**config.mk**
```make
export PLATFORM = sky130hd
export DESIGN_NAME = los_pd_monitor
export DESIGN_NICKNAME = d
export VERILOG_FILES = /design/src/rtl/lpm_pkg.sv /design/src/rtl/lpm_los_detector.sv /design/src/rtl/lpm_density_checker.sv /design/src/rtl/lpm_irq_gen.sv /design/src/rtl/los_pd_monitor.sv
export SDC_FILE = /design/constraint.sdc
export NUM_CORES = 1
export LEC_CHECK = 0
export CAP_MARGIN = 10
export CORE_MARGIN = 2
export CORE_UTILIZATION = 45
export CTS_BUF_LIST = sky130_fd_sc_hd__clkbuf_8
export CTS_CLUSTER_SIZE = 10
export DETAILED_ROUTE_END_ITERATION = 8
export PLACE_DENSITY = 0.66
export SLEW_MARGIN = 30
export SYNTH_ARGS = -nofsm -noshare
export SYNTH_HDL_FRONTEND = slang
export SYNTH_SLANG_ARGS = --single-unit
```
**constraint.sdc**
```tcl
create_clock -name clk -period 3.9 [get_ports clk]
set_input_delay 0.585 -clock clk [delete_from_list [all_inputs] [get_ports clk]]
set_output_delay 0.585 -clock clk [all_outputs]
set_load 0.01 [all_outputs]
```
**src/rtl/lpm_pkg.sv**
```systemverilog
package lpm_pkg;
  typedef enum logic [1:0] {
    LS_OK    = 2'd0,
    LS_WAIT  = 2'd1,
    LS_RECOV = 2'd2
  } los_state_t;
endpackage

```
**src/rtl/lpm_los_detector.sv**
```systemverilog
module lpm_los_detector #(
  parameter int DW    = 8,
  parameter int SH    = 4
) (
  input  logic          clk,
  input  logic          rst_n,
  input  logic          bit_en,
  input  logic          mark_in,
  input  logic [DW-1:0] det_len,
  input  logic [DW-1:0] rec_marks,
  output logic          los_o
);
  import lpm_pkg::*;

  localparam int CW = DW + SH + 1;

  los_state_t    st_q, st_n;
  logic [CW-1:0] zr_q, zr_n;
  logic [CW-1:0] wc_q, wc_n;
  logic [CW-1:0] mc_q, mc_n;
  logic          los_q, los_n;
  logic [CW-1:0] span;
  logic [CW-1:0] need;
  logic [CW-1:0] wc_inc, mc_inc, zr_inc;

  assign span   = {{(CW-DW-SH){1'b0}}, det_len, {SH{1'b0}}} + CW'(1);
  assign need   = {{(CW-DW){1'b0}}, rec_marks};
  assign zr_inc = zr_q + CW'(1);
  assign wc_inc = wc_q + CW'(1);
  assign mc_inc = mc_q + CW'(mark_in);

  always_comb begin
    st_n  = st_q;
    zr_n  = zr_q;
    wc_n  = wc_q;
    mc_n  = mc_q;
    los_n = los_q;
    if (bit_en) begin
      unique case (st_q)
        LS_OK: begin
          if (mark_in) begin
            zr_n = '0;
          end else if (zr_inc >= span) begin
            st_n  = LS_WAIT;
            los_n = 1'b1;
            zr_n  = '0;
          end else begin
            zr_n = zr_inc;
          end
        end
        LS_WAIT: begin
          if (mark_in) begin
            wc_n = CW'(1);
            mc_n = CW'(1);
            if (CW'(1) >= need) begin
              st_n  = LS_OK;
              los_n = 1'b0;
              zr_n  = '0;
            end else begin
              st_n = LS_RECOV;
            end
          end
        end
        LS_RECOV: begin
          if (mc_inc >= need) begin
            st_n  = LS_OK;
            los_n = 1'b0;
            zr_n  = '0;
          end else if (wc_inc >= span) begin
            st_n = LS_WAIT;
          end else begin
            wc_n = wc_inc;
            mc_n = mc_inc;
          end
        end
        default: begin
          st_n  = LS_OK;
          los_n = 1'b0;
        end
      endcase
    end
  end

  always_ff @(posedge clk or negedge rst_n) begin
    if (!rst_n) begin
      st_q  <= LS_OK;
      zr_q  <= '0;
      wc_q  <= '0;
      mc_q  <= '0;
      los_q <= 1'b0;
    end else if (bit_en) begin
      st_q  <= st_n;
      zr_q  <= zr_n;
      wc_q  <= wc_n;
      mc_q  <= mc_n;
      los_q <= los_n;
    end
  end

  assign los_o = los_q;

  // the alarm only rises on an enabled zero bit
  a_r2_rise_on_zero: assert property (@(posedge clk) disable iff (!rst_n)
    $rose(los_q) |-> $past(bit_en && !mark_in));
  // the alarm only clears on an enabled mark
  a_r4_fall_on_mark: assert property (@(posedge clk) disable iff (!rst_n)
    $fell(los_q) |-> $past(bit_en && mark_in));
  // disabled cycles leave the alarm alone
  a_r11_los_hold: assert property (@(posedge clk) disable iff (!rst_n)
    !bit_en |=> $stable(los_q));
  // alarm state and FSM state agree
  a_r5_state_match: assert property (@(posedge clk) disable iff (!rst_n)
    los_q == (st_q != LS_OK));
endmodule

```
**src/rtl/lpm_density_checker.sv**
```systemverilog
module lpm_density_checker #(
  parameter int ZMAX = 15,
  parameter int PD_N = 23
) (
  input  logic clk,
  input  logic rst_n,
  input  logic bit_en,
  input  logic mark_in,
  output logic pden_o
);
  localparam int WIN = 8 * (PD_N + 1);
  localparam int OW  = $clog2(WIN + 1);
  localparam int ZW  = $clog2(ZMAX + 2);

  logic [WIN-1:0] sr_q, sr_n;
  logic [OW-1:0]  ones_q, ones_n;
  logic [OW-1:0]  fill_q, fill_n;
  logic [ZW-1:0]  zr_q, zr_n;
  logic           pden_q, pden_n;
  logic           win_bad;

  always_comb begin
    sr_n   = {sr_q[WIN-2:0], mark_in};
    ones_n = ones_q + OW'(mark_in) - OW'(sr_q[WIN-1]);
    fill_n = (fill_q == OW'(WIN)) ? fill_q : fill_q + OW'(1);
    if (mark_in)                  zr_n = '0;
    else if (zr_q == ZW'(ZMAX+1)) zr_n = zr_q;
    else                          zr_n = zr_q + ZW'(1);
    win_bad = (fill_n == OW'(WIN)) && (ones_n < OW'(PD_N));
    pden_n  = (zr_n == ZW'(ZMAX+1)) || win_bad;
  end

  always_ff @(posedge clk or negedge rst_n) begin
    if (!rst_n) begin
      sr_q   <= '0;
      ones_q <= '0;
      fill_q <= '0;
      zr_q   <= '0;
      pden_q <= 1'b0;
    end else if (bit_en) begin
      sr_q   <= sr_n;
      ones_q <= ones_n;
      fill_q <= fill_n;
      zr_q   <= zr_n;
      pden_q <= pden_n;
    end
  end

  assign pden_o = pden_q;

  // the ones count never exceeds the bits seen
  a_r8_ones_bound: assert property (@(posedge clk) disable iff (!rst_n)
    ones_q <= fill_q);
  // a rise needs an enabled bit
  a_r7_rise_on_bit: assert property (@(posedge clk) disable iff (!rst_n)
    $rose(pden_q) |-> $past(bit_en));
  // disabled cycles leave the flag alone
  a_r11_pd_hold: assert property (@(posedge clk) disable iff (!rst_n)
    !bit_en |=> $stable(pden_q));
endmodule

```
**src/rtl/lpm_irq_gen.sv**
```systemverilog
module lpm_irq_gen #(
  parameter int NSRC = 2
) (
  input  logic            clk,
  input  logic            rst_n,
  input  logic            both,
  input  logic [NSRC-1:0] src,
  output logic            irq_o
);
  logic [NSRC-1:0] prev_q;
  logic [NSRC-1:0] hit;
  logic            irq_q, irq_n;

  for (genvar g = 0; g < NSRC; g++) begin : g_src
    assign hit[g] = (src[g] & ~prev_q[g]) | (both & ~src[g] & prev_q[g]);
  end

  always_comb irq_n = |hit;

  always_ff @(posedge clk or negedge rst_n) begin
    if (!rst_n) begin
      prev_q <= '0;
      irq_q  <= 1'b0;
    end else begin
      prev_q <= src;
      irq_q  <= irq_n;
    end
  end

  assign irq_o = irq_q;

  // every strobe follows a change of some status input
  a_r9_has_cause: assert property (@(posedge clk) disable iff (!rst_n)
    irq_q |-> $past(src != prev_q));
  // a strobe without an onset needs the both-edges option
  a_r10_fall_needs_both: assert property (@(posedge clk) disable iff (!rst_n)
    (irq_q && $past((src & ~prev_q) == '0)) |-> $past(both));
endmodule

```
**src/rtl/los_pd_monitor.sv**
```systemverilog
module los_pd_monitor #(
  parameter int DW   = 8,
  parameter int SH   = 4,
  parameter int ZMAX = 15,
  parameter int PD_N = 23
) (
  input  logic          clk,
  input  logic          rst_n,
  input  logic          bit_en,
  input  logic          mark_in,
  input  logic [DW-1:0] det_len,
  input  logic [DW-1:0] rec_marks,
  input  logic          irq_both,
  output logic          los_o,
  output logic          pden_o,
  output logic          irq_o
);
  logic los_w, pden_w;

  lpm_los_detector #(.DW(DW), .SH(SH)) i_los (
    .clk(clk), .rst_n(rst_n), .bit_en(bit_en), .mark_in(mark_in),
    .det_len(det_len), .rec_marks(rec_marks), .los_o(los_w)
  );

  lpm_density_checker #(.ZMAX(ZMAX), .PD_N(PD_N)) i_pd (
    .clk(clk), .rst_n(rst_n), .bit_en(bit_en), .mark_in(mark_in),
    .pden_o(pden_w)
  );

  lpm_irq_gen #(.NSRC(2)) i_irq (
    .clk(clk), .rst_n(rst_n), .both(irq_both), .src({pden_w, los_w}),
    .irq_o(irq_o)
  );

  assign los_o  = los_w;
  assign pden_o = pden_w;
endmodule

```
## Word level (Yosys, flattened, before mapping)

Index checks and enable logic that the tools add are counted.

- Word-level logic and storage cells: 90
- Bits in registers: 259
- Input bits: 21
- Output and inout bits: 3

- Bitwise operators: 12
- Muxes and demuxes: 29
- Equal/unequal tests: 14
- Magnitude comparators: 5
- Add/sub/neg operators: 8
- Reductions and logical operators: 10

Operators by type and width:

| cell | number |
|---|---|
| $mux 13 | 10 |
| $pmux 13 s2 | 2 |
| $pmux 13 s3 | 1 |
| $add 13x1->13 const B | 2 |
| $ge 13x13->1 | 2 |
| $eq 8x8->1 const B | 2 |
| $reduce_and 5->1 | 3 |
| $add 12x1->13 const B | 1 |
| $add 13x1->13 | 1 |
| $ge 13x8->1 | 1 |
| $mux 2 | 6 |
| $eq 5x5->1 const B | 2 |
| $mux 5 | 2 |
| $add 8x1->8 | 1 |
| $add 8x1->8 const B | 1 |
| $ge 1x8->1 const A | 1 |
| $lt 8x5->1 const B | 1 |
| $mux 8 | 1 |
| $ne 2x2->1 const B | 4 |
| $sub 8x1->8 | 1 |
| $and 1x1->1 | 6 |
| $ne 2x1->1 const B | 3 |
| $pmux 2 s3 | 1 |
| $reduce_and 6->1 | 1 |
| 14 further kinds | 22 |

## Depth between registers and ports, before layout

- Depth in word-level cells: 5
- Mapped depth: 16
- Gate-level depth less buffers: 14

## Modules after synthesis

Synthesis repeated with hierarchy kept, for this count alone.

- Cells, all modules: 955
- Area, all modules: 11991.5 µm²

By module, submodules not included:

| module | times used | area an instance (µm²) | cells each |
|---|---|---|---|
| lpm_density_checker | 1 | 8615.8 | 577 |
| lpm_los_detector | 1 | 3270.6 | 370 |
| lpm_irq_gen | 1 | 105.1 | 8 |

## Least setup slack after synthesis

No wires, ideal clock.

- Kind: input -> register
- Start: input port mark_in
- End: register i_los.zr_q[10]
- Data arrival time: 3111 ps
- Stages: 12
- Setup slack: 669 ps
- Path through: ha_1 > ha_1 > nand3_1 > xnor2_1 > ha_1 > a211oi_1 > a31oi_1 > nor4_4 > a211oi_1 > buf_2 > buf_6 > a31o_2

- Cells in the longest elaborated chain, start to end: 4

RTL lines:

| item | line | source |
|---|---|---|
| start, declared | los_pd_monitor.sv:10 | `input logic mark_in,` |
| $add 13x1->13 | lpm_los_detector.sv:30 | `assign mc_inc = mc_q + CW'(mark_in);` |
| $ge 13x8->1 | lpm_los_detector.sv:65 | `if (mc_inc >= need) begin` |
| $ne 2x1->1 (no source line) | n/a |  |
| $reduce_and 5->1 (no source line) | n/a |  |
| end signal, assigned | lpm_los_detector.sv:93 | `zr_q <= zr_n;` |
| end, declared | lpm_los_detector.sv:18 | `logic [CW-1:0] zr_q, zr_n;` |

Several ways; a longest one is shown, not always the timed one.
A chain may end at the register's enable or synchronous reset.

## Worst setup path in the final report

- Start: register i_los.zr_q[1]
- End: register i_los.zr_q[9]

- Cells in the longest elaborated chain, start to end: 5

RTL lines:

| item | line | source |
|---|---|---|
| $add 13x1->13 (*) | lpm_los_detector.sv:28 | `assign zr_inc = zr_q + CW'(1);` |
| $ge 13x13->1 | lpm_los_detector.sv:43 | `end else if (zr_inc >= span) begin` |
| $mux 13 (*) | lpm_los_detector.sv:43 |  |
| $mux 13 (*) | lpm_los_detector.sv:41 | `if (mark_in) begin` |
| $pmux 13 s3 (*) | lpm_los_detector.sv:39 | `unique case (st_q)` |

Every way passes the cells marked *; elsewhere a longest branch is shown, timed or not.

==> results_dict.tcl <==
set metrics [dict create \
    gp_congestion 0.864 \
    rr_startpoint "i_los.zr_q[1]" \
    cts_buffers 43 \
    cap_violations 0 \
    yosysWarnings 0 \
    clk_latency_ns 0.55 \
    wl_per_cell_um 14.1 \
    finalSetupViolations 0 \
    syn_to_final_growth_pct 12.6 \
    ff2ff_setup_slack_ns 0.52 \
    synth_ff_type "dfrtp_1" \
    fp.dieW_um 167 \
    synthTopCellsByArea "dfrtp_1 (54%), mux2_2 (18%), ha_1 (4.9%)" \
    violations "hold timing" \
    via_count 7270 \
    rows 59 \
    drive_above_1_share_pct 28.6 \
    cts_tree "done" \
    max_slew.worst_pin.slew_ns 0.743 \
    cts_hold_buf 0 \
    holdCritPathClass "in2async" \
    final_cell_mix "dfrtp_1 (259), mux2_2 (194), inv_1 (64), clkbuf_8 (52), nand2_1 (49)" \
    crit_family "compound AO/OA/AOI/OAI gates" \
    ir_worst_vdd_v 0.000318 \
    drcViolationCount 0 \
    htree_levels 2 \
    worstSetupPathType "reg2reg" \
    synth_area_um2 11900 \
    grt_max_degree 209 \
    coreArea_um2 26100 \
    drv_slew 0 \
    initial_utilization_pct 45.8 \
    synth_fp_nets 1031 \
    r2r_cells 13 \
    synth_top_cell_area_share_pct 54.3 \
    final_nets 1073 \
    dpl_cell_area_um2 12600 \
    mostFrequentLayoutCell "dfrtp_1" \
    critPathLaunchType "flip-flop" \
    crit_required_ns 4.33 \
    syn_avg_cell_area_um2 12.4 \
    dieArea_um2 27900 \
    cp_num_cells 13 \
    fin_crit_sh_pct 86.7 \
    hold_viol_final 4 \
    yosys.area.top_type "dfrtp_1" \
    first_iter_violations 376 \
    grt.overflow.total 0 \
    diodes 0 \
    cts.sinks 259 \
    cts_resized 0 \
    dp_hpwl_um 11900 \
    async_flop_share_pct 100 \
    max_freq_mhz 296 \
    drt_first_pass_iters 4 \
    ys_ff_latch 259 \
    clockRootBuffer "clkbuf_8" \
    finClkSkew_ns 0.0196 \
    whs_ns -0.00890 \
    crit_slowest_cell "o2111ai_1" \
    period_needed_ns 3.38 \
    crit_chain "ha_1, and3_1, nand3_1, inv_1, and3_1, xor2_1, ha_1, nand3_1, nor2_1, o2111ai_1, o2111ai_1, inv_2, a32o_1" \
    grt_pass1_wl_um 34000 \
    endpoint_kind "flip-flop" \
    die_y_um 167 \
    wl_um 19300 \
    cts_buffer_depth 3 \
    ant_nets 0 \
    synth_edf_count 0 \
    status "complete, but fails checks" \
    crit_arrival_ns 3.81 \
    numPortBuffers 23 \
    path_clk_slew_ns 0.06 \
    first_global_vias 7189 \
    synth_cells 962 \
    ios 24 \
    cts_setup_buffers 0 \
    fin_tns_setup_ns 0 \
    routed_via_density 5.32 \
    leakage_nw 6.62 \
    slew_headroom_pct 49.8 \
    rsz0062_at_grt "false" \
    fin_area_um2 13500 \
    cp.buffers_inverters 2 \
    ys_types 69 \
    track_usage_pct 14.2 \
    seq_area_frac_synth_pct 54.3 \
    antenna_found_initial 0 \
    cpPeakStageDelay_ns 0.52 \
    r2r_end "i_los.zr_q[9]" \
    crit_fanout 10 \
    p_per_area_nw_per_um2 514 \
]
## state kept, by name, indices dropped and copies added (netlist names), 2 cells and up
register	cells
i_irq.prev_q	2
i_los.st_q	2
i_pd.fill_q	8
i_pd.ones_q	8
i_pd.sr_q	192
i_los.zr_q	13
i_los.mc_q	13
i_pd.zr_q	5
i_los.wc_q	13
## per-stage QoR
step	total power [mW]	hold WS (ns)	setup WS [ns]	util (%)	std cells
after floorplan	4.32	0.289	0.669	-	962
after global placement	4.68	0.460	0.154	48.3	1292
after detailed placement	4.72	0.471	0.0484	48.3	1292
after CTS	7.02	0.127	0.502	51.4	1365
after global routing	7.39	0.00463	0.196	51.6	1367
final	6.92	-0.00890	0.519	51.6	1367
## cells in the mapped netlist, drive strengths merged, types with 11 or more instances
cell,instances
xnor2,34
a21oi,22
nor3,11
inv,52
nand2,50
dfrtp,259
ha,47
nand4,12
nor2,21
and3,12
mux2,194
clkbuf,35
o21ai,34
nand3,39
## worst register-to-register path, delay by kind of cell (launching register included)
family	cells	cell delay (ns)
AO/OA/AOI/OAI	3	1.02
XOR/XNOR	1	0.16
adder cells (fa/ha/maj)	2	0.58
buffers and inverters	2	0.30
flip-flops	1	0.44
AND/OR/NAND/NOR	5	0.77
## area by class of cell
type	count	area, µm²
Clock buffer	51	702
Clock inverter	22	111
Fill cell	2254	12600
Inverter	52	195
Multi-Input combinational cell	606	5080
Sequential cell	259	6480
Tap cell	335	419
Timing Repair Buffer	42	472
## logic make-up (layout without fill, tap and decap cells)
| kind of cell | count (synthesis) | in the layout | synth area share, % |
|---|---|---|---|
| and+or+nand+nor | 188 | 188 | 8.24 |
| muxes | 194 | 194 | 18.3 |
| xor gates and xnor gates | 44 | 44 | 3.23 |
| buffers and inverters | 97 | 167 | 3.30 |
| AOI/OAI and AO/OA | 132 | 132 | 7.60 |
| adders and majority gates | 48 | 48 | 5.09 |
| DFF | 259 | 259 | 54.3 |
## report_power, final
group          internal [mW]  switching, mW
clock network           1.19           1.05
registers               2.95          0.217
logic                  0.695          0.816
## per-layer routing
layer,routed length (µm),up-vias,global-route usage (%)
li1,-,3527,-
met1,9410,3594,19.4
met2,8610,109,22.2
met3,877,40,3.45
met4,439,0,4.80
met5,0,-,0
## worst max-delay path by stage
stage,startpoint,endpoint,slack [ns]
floorplan,mark_in,i_los.zr_q[10],0.67
global placement,mark_in,i_los.mc_q[5],0.15
detailed placement,mark_in,i_los.wc_q[7],0.05
CTS,i_los.zr_q[1],i_los.zr_q[9],0.50
global route,i_los.zr_q[1],i_los.zr_q[9],0.20
finish,i_los.zr_q[1],i_los.zr_q[9],0.52
(Power assumes the default switching activity.)
